`config.mk`:
```
export PLATFORM = sky130hd
export DESIGN_NAME = settle_timer
export DESIGN_NICKNAME = d
export VERILOG_FILES = /design/src/rtl/settle_timer.sv
export SDC_FILE = /design/constraint.sdc
export NUM_CORES = 1
export LEC_CHECK = 0
export BUFFER_PORTS_ARGS = -buffer_cell sky130_fd_sc_hd__buf_2
export CAP_MARGIN = 20
export CELL_PAD_IN_SITES_DETAIL_PLACEMENT = 2
export CELL_PAD_IN_SITES_GLOBAL_PLACEMENT = 2
export CORE_ASPECT_RATIO = 0.7
export CORE_UTILIZATION = 35
export CTS_BUF_LIST = sky130_fd_sc_hd__clkbuf_8 sky130_fd_sc_hd__clkbuf_16
export CTS_CLUSTER_SIZE = 24
export DETAILED_ROUTE_END_ITERATION = 16
export HOLD_SLACK_MARGIN = 0.05
export PLACE_DENSITY = 0.85
export SYNTH_ARGS = -nofsm -noshare
export SYNTH_HDL_FRONTEND = slang
export SYNTH_SLANG_ARGS = --single-unit
```
`constraint.sdc`:
```
create_clock -name clk -period 2.11 [get_ports clk]
set_input_delay 0.1055 -clock clk [delete_from_list [all_inputs] [get_ports clk]]
set_output_delay 0.1055 -clock clk [all_outputs]
set_load 0.05 [all_outputs]
```
`src/rtl/settle_timer.sv`:
```
module settle_timer #(
  parameter int TICKS_PER_MS = 3,
  parameter int FACTOR_W     = 4,
  parameter int FACTOR_RST   = 8
) (
  input  logic                clk,
  input  logic                rst_n,
  input  logic                tick,
  input  logic                start,
  input  logic [1:0]          rate_sel,
  input  logic                factor_wr,
  input  logic [FACTOR_W-1:0] factor_in,
  output logic                busy,
  output logic                settled
);

  localparam int UT_R0 = (8000 * TICKS_PER_MS + 500) / 1000;
  localparam int UT_R1 = (6667 * TICKS_PER_MS + 500) / 1000;
  localparam int UT_R2 = (4000 * TICKS_PER_MS + 500) / 1000;
  localparam int UT_R3 = (2000 * TICKS_PER_MS + 500) / 1000;
  localparam int CNT_W = $clog2(UT_R0 + 1);

  logic [FACTOR_W-1:0] factor_q;
  logic [FACTOR_W-1:0] units_left;
  logic [1:0]          rate_q;
  logic [CNT_W-1:0]    tick_cnt;
  logic [CNT_W-1:0]    unit_last;
  logic                busy_q;
  logic                settled_q;
  logic                unit_done;

  always_comb begin
    case (rate_q)
      2'd0:    unit_last = CNT_W'(UT_R0 - 1);
      2'd1:    unit_last = CNT_W'(UT_R1 - 1);
      2'd2:    unit_last = CNT_W'(UT_R2 - 1);
      default: unit_last = CNT_W'(UT_R3 - 1);
    endcase
  end

  assign unit_done = busy_q && tick && (tick_cnt == unit_last);
  assign busy      = busy_q;
  assign settled   = settled_q;

  always_ff @(posedge clk or negedge rst_n) begin
    if (!rst_n)
      factor_q <= FACTOR_W'(FACTOR_RST);
    else if (factor_wr)
      factor_q <= factor_in;
  end

  always_ff @(posedge clk or negedge rst_n) begin
    if (!rst_n) begin
      rate_q     <= '0;
      tick_cnt   <= '0;
      units_left <= '0;
      busy_q     <= 1'b0;
      settled_q  <= 1'b0;
    end else if (start) begin
      rate_q     <= rate_sel;
      tick_cnt   <= '0;
      units_left <= factor_q;
      busy_q     <= (factor_q != '0);
      settled_q  <= (factor_q == '0);
    end else begin
      settled_q <= 1'b0;
      if (unit_done) begin
        tick_cnt   <= '0;
        units_left <= units_left - 1'b1;
        if (units_left == FACTOR_W'(1)) begin
          busy_q    <= 1'b0;
          settled_q <= 1'b1;
        end
      end else if (busy_q && tick) begin
        tick_cnt <= tick_cnt + 1'b1;
      end
    end
  end

  p_pulse_width_r4: assert property (@(posedge clk) disable iff (!rst_n)
    settled |=> !settled);

  p_no_overlap_r4: assert property (@(posedge clk) disable iff (!rst_n)
    !(settled && busy));

  p_start_busy_r5: assert property (@(posedge clk) disable iff (!rst_n)
    (start && factor_q != '0) |=> busy);

  p_zero_factor_r6: assert property (@(posedge clk) disable iff (!rst_n)
    (start && factor_q == '0) |=> (settled && !busy));

  p_idle_quiet_r8: assert property (@(posedge clk) disable iff (!rst_n)
    (!busy && !start) |=> !busy);

  p_unit_bound_r3: assert property (@(posedge clk) disable iff (!rst_n)
    busy |-> (tick_cnt <= unit_last));

endmodule

```
Yosys cells after proc, flatten, opt, wreduce, memory -nomap -nowiden:

Index checks and enable logic that the tools add are counted.
W data, S select, Z words.

* $add $sub $neg: 2
* equality and inequality tests: 4
* multiplexer cells: 12
* reduce and logical (&&, ||, !) cells: 9

Operator list (count)
* $mux W5: 3
* $pmux W5 S3: 1
* $mux W4: 2
* $mux W1: 6
* $add A5 B1 Y5 const B: 1
* $eq A5 B5 Y1: 1
* $eq A4 B1 Y1 const B: 1
* $logic_not A4 Y1: 1
* $reduce_bool A2 Y1: 2
* $reduce_bool A4 Y1: 1
* $sub A4 B1 Y4 const B: 1
* $reduce_bool A3 Y1: 1
* $eq A2 B1 Y1 const B: 1
* $eq A2 B2 Y1 const B: 1
* $logic_and A1 B1 Y1: 2
* $logic_not A2 Y1: 1
* $reduce_and A2 Y1: 1

* register bits: 17

Logic depth before layout (Yosys ltp):

* word-level depth: 6
* depth in mapped cells: 6

Least setup slack after synthesis:

OpenSTA, ideal clock, no wires.

* path kind: register to register
* start point: register busy_q, in the netlist busy
* end point: register units_left[3]
* library setup time: 0.082 ns
* data arrival time: 1.704 ns
* required time: 2.028 ns
* slack: 0.324 ns
* cell stages (with the launch flop): 5
* path buffers: 0
* period minus slack after synthesis: 1.786 ns
* cells stage by stage: dfrtp_1 and3_1 nand4_2 or4_1 a31oi_1

* cells in the longest elaborated chain, start to end: 3

RTL lines
* start: declaration: RTL line 28 `logic busy_q;`
* start signal: assignment: RTL line 63 `busy_q <= (factor_q != '0);`
* $logic_and A1 B1 Y1 (2 in series): RTL line 41 `assign unit_done = busy_q && tick && (tick_cnt == unit_last);`
* $reduce_bool A2 Y1 (no source line)
* end signal: assignment: RTL line 62 `units_left <= factor_q;`
* end signal: assignment: RTL line 69 `units_left <= units_left - 1'b1;`
* end: declaration: RTL line 24 `logic [FACTOR_W-1:0] units_left;`

Every way passes these cells.
A chain may end at the register's enable or synchronous reset.

Final worst setup path:

* start point: register rate_q[0]
* end point: register units_left[3]

* cells in the longest elaborated chain, start to end: 5
* elaborated cells between the ends (all ways): 7

RTL lines
* start: declaration: RTL line 25 `logic [1:0] rate_q;`
* start signal: assignment: RTL line 60 `rate_q <= rate_sel;`
* $eq A2 B2 Y1 (tied with other cells): RTL line 33 `case (rate_q)`
* $pmux W5 S3 (*): RTL line 33
* $eq A5 B5 Y1 (*): RTL line 41
* $logic_and A1 B1 Y1 (*): RTL line 41
* $reduce_bool A2 Y1 (no source line) (*)

Mark *: on every way between the ends. The rest lies on a longest branch, timed or not.

==> impl_metrics.tcl <==
set metrics [dict create \
    firstDrtPassIters 4 \
    maxCapViolCount 0 \
    rows 15 \
    fin_util_pct 43.9 \
    synth_mux_area_share_pct 5.97 \
    critPathRequiredTime_ns 2.30 \
    finClkSkew_ns 0.00171 \
    num_vias 698 \
    clockPowerShare_pct 33.2 \
    drc_errors 0 \
    hold_ws_ns 0.0636 \
    track_usage_pct 20.0 \
    finalNetCount 119 \
    outcome "complete, no violations" \
    peakVddDrop_mv 0.299 \
    layoutNonFillerInstCount 134 \
    worstSetupEndpointType "register" \
    post_cts_buffers 0 \
    die-area_sq_um 2850 \
    antenna_found_initial 0 \
    cts.clk_slew.worst_paths_ns 0.07 \
    root_buffer "clkbuf_8" \
    layout_commonest_cell "dfrtp_1" \
    maxSlewViolCount 0 \
    detail-route-antenna-nets 0 \
    post-place-ws_ns 0.163 \
    hpwlAfterDp_mm 1.69 \
    ys_ff_latch 17 \
    routed_wl_mm 2.41 \
    dr.first_iter.drc_count 10 \
    vias_per_cell 5.21 \
    cts.sinks 17 \
    synth_area_sq_um 922 \
    hold_viol_final 0 \
    numCtsBuffers 3 \
    post-route-min-period_ns 1.95 \
    grt_first_pass_wirelength_mm 4.14 \
    synthAdderAreaFrac_pct 9.50 \
    slew_headroom_pct 68.1 \
    yosysTopAreaCellShare_pct 43.4 \
    grt_setup_unrepaired "false" \
    p_sw_mw 0.238 \
    ys_seq_area_share_pct 46.3 \
    synth_xor_area_share_pct 9.36 \
    area_delta_synth_final_pct 17.9 \
    reg2reg_slack_ns 0.16 \
    wire_per_inst_um 18.0 \
    arrival_ns 2.14 \
    synth_top_area_cell "dfrtp_1" \
    routabilityCongestion 0.754 \
    p_per_area_nw_per_um2 721 \
    fin_crit_sh_pct 92.6 \
    p_sw_share_pct 30.4 \
    coreArea_sq_um 2480 \
    fp.dieH_um 44.9 \
    synth_cell_type_count 30 \
    synthCells 84 \
    wl_met3_um 72 \
    synth_nets 102 \
    synth_top_family_by_area "simple AND/OR/NAND/NOR gates" \
    synth_top_flop_cell "dfrtp_1" \
    placedCellCount 129 \
    ctsLongestPathBuffers 2 \
    chipWidth_um 63.4 \
    htreeDepth 1 \
    post_dp_cell_area_sq_um 1020 \
    synth.avg_cell_area_sq_um 11.0 \
    yosys_warnings 0 \
    hold_path.class "in -> reg" \
    synth_area_leaders "dfrtp_1 (43%), ha_1 (9.5%), xor2_1 (5.7%)" \
    crit_type "reg -> reg" \
    crit_path_start_kind "register" \
    io_buffers 12 \
    power_mw 0.784 \
    fin_ws_ns 0.156 \
    overflow 0 \
    synth_simple_gate_area_share_pct 15.3 \
    ios 13 \
    async_reset_ff_share_pct 100 \
    worstPathMaxFanout 5 \
    grt_max_degree 18 \
    dr_wl_met2_mm 1.19 \
    leakagePower_nw 0.511 \
    wl_met1_mm 1.13 \
    initial_core_util_pct 37.2 \
    fin_setup_tns_ns 0 \
    synth_edf_count 0 \
    synth-compound-area-share_pct 10.7 \
    cts_tree "built" \
    final_area_sq_um 1090 \
    routed.top_layer "met4" \
    clkLatencyLatePin_ns 0.26 \
    worst_slew_pin_slew_ns 0.475 \
    antennaDiodeCount 0 \
    power_frac_seq_pct 48.3 \
    p_int_mw 0.546 \
    grt_pass1_vias 787 \
    max_clock_freq_mhz 512 \
    drive_above_1_share_pct 26.0 \
    setup_viol 0 \
    mostFrequentLayoutCells "dfrtp_1 (16), buf_2 (12), ha_1 (7), inv_1 (6), nor3_1 (6)" \
    combPwrFrac_pct 18.5 \
]
## routing by layer
| layer | track usage, % | vias up |
|---|---|---|
| met5 | 0 | - |
| met4 | 4.09 | 0 |
| met3 | 5.30 | 4 |
| met2 | 34.7 | 12 |
| met1 | 25.6 | 349 |
| li1 | - | 333 |
## power groups by stage
stage / combinational [mW] / sequential, mW / clock, mW
floorplan: 0.0875 / 0.382 / 0
global route: 0.162 / 0.383 / 0.285
CTS: 0.145 / 0.379 / 0.272
detailed placement: 0.138 / 0.385 / 0
finish: 0.145 / 0.379 / 0.260
global placement: 0.129 / 0.381 / 0
## worst paths after layout
kind                             start       endpoint  cells after the start
min in group asynchronous        rst_n  units_left[2]                      2
setup / recovery             rate_q[0]  units_left[3]                      6
max in group asynchronous        rst_n    factor_q[3]                      2
hold / removal             rate_sel[1]      rate_q[1]                      3
hold reg to reg            factor_q[2]    factor_q[2]                      1
setup reg to reg             rate_q[0]  units_left[3]                      6
## state kept, by name (all words and copies together), names as in the netlist
register / count
tick_cnt: 5
factor_q: 4
units_left: 4
rate_q: 2
busy: 1
settled: 1
## synth_stat cells (2+ instances only)
cell type and n:
mux2_2 4, nor3_1 6, o31ai_1 2, xor2_1 6, nor2_1 4, inv_1 6, ha_1 7, a21oi_1 2
xnor2_1 2, dfrtp_1 16, and3_1 2, nand2_1 3, o31a_1 2, nand2b_1 2, o21ai_0 2, nand3_1 3
a31oi_1 2
## logic make-up after synthesis
kind of cell               after synthesis
AOI/OAI and AO/OA                       14
xor gates and xnor gates                 9
adders and majority gates                7
buffers and inverters                    7
DFF                                     17
muxes                                    5
and+or+nand+nor                         25
## critical path: stages, from the launching register on
cell     delay [ns]
dfrtp_1        0.40
inv_1          0.09
ha_1           0.33
xor2_2         0.18
nand4_2        0.18
or4_1          0.53
a31oi_1        0.17
## cell type report
type	instances	area (sq um)
Clock inverter	1	7.51
Multi-Input combinational cell	60	477
Sequential cell	17	427
Tap cell	34	42.5
Clock buffer	3	41.3
Timing Repair Buffer	13	70.1
Inverter	6	22.5
Fill cell	276	1390
## timing repair
item,4_1_cts,5_1_grt
hold endpoints to repair,16,0
gates resized for setup,0,1
endpoints found under the setup margin,0,1
hold buffers,1,0
(Power assumes the default switching activity.)
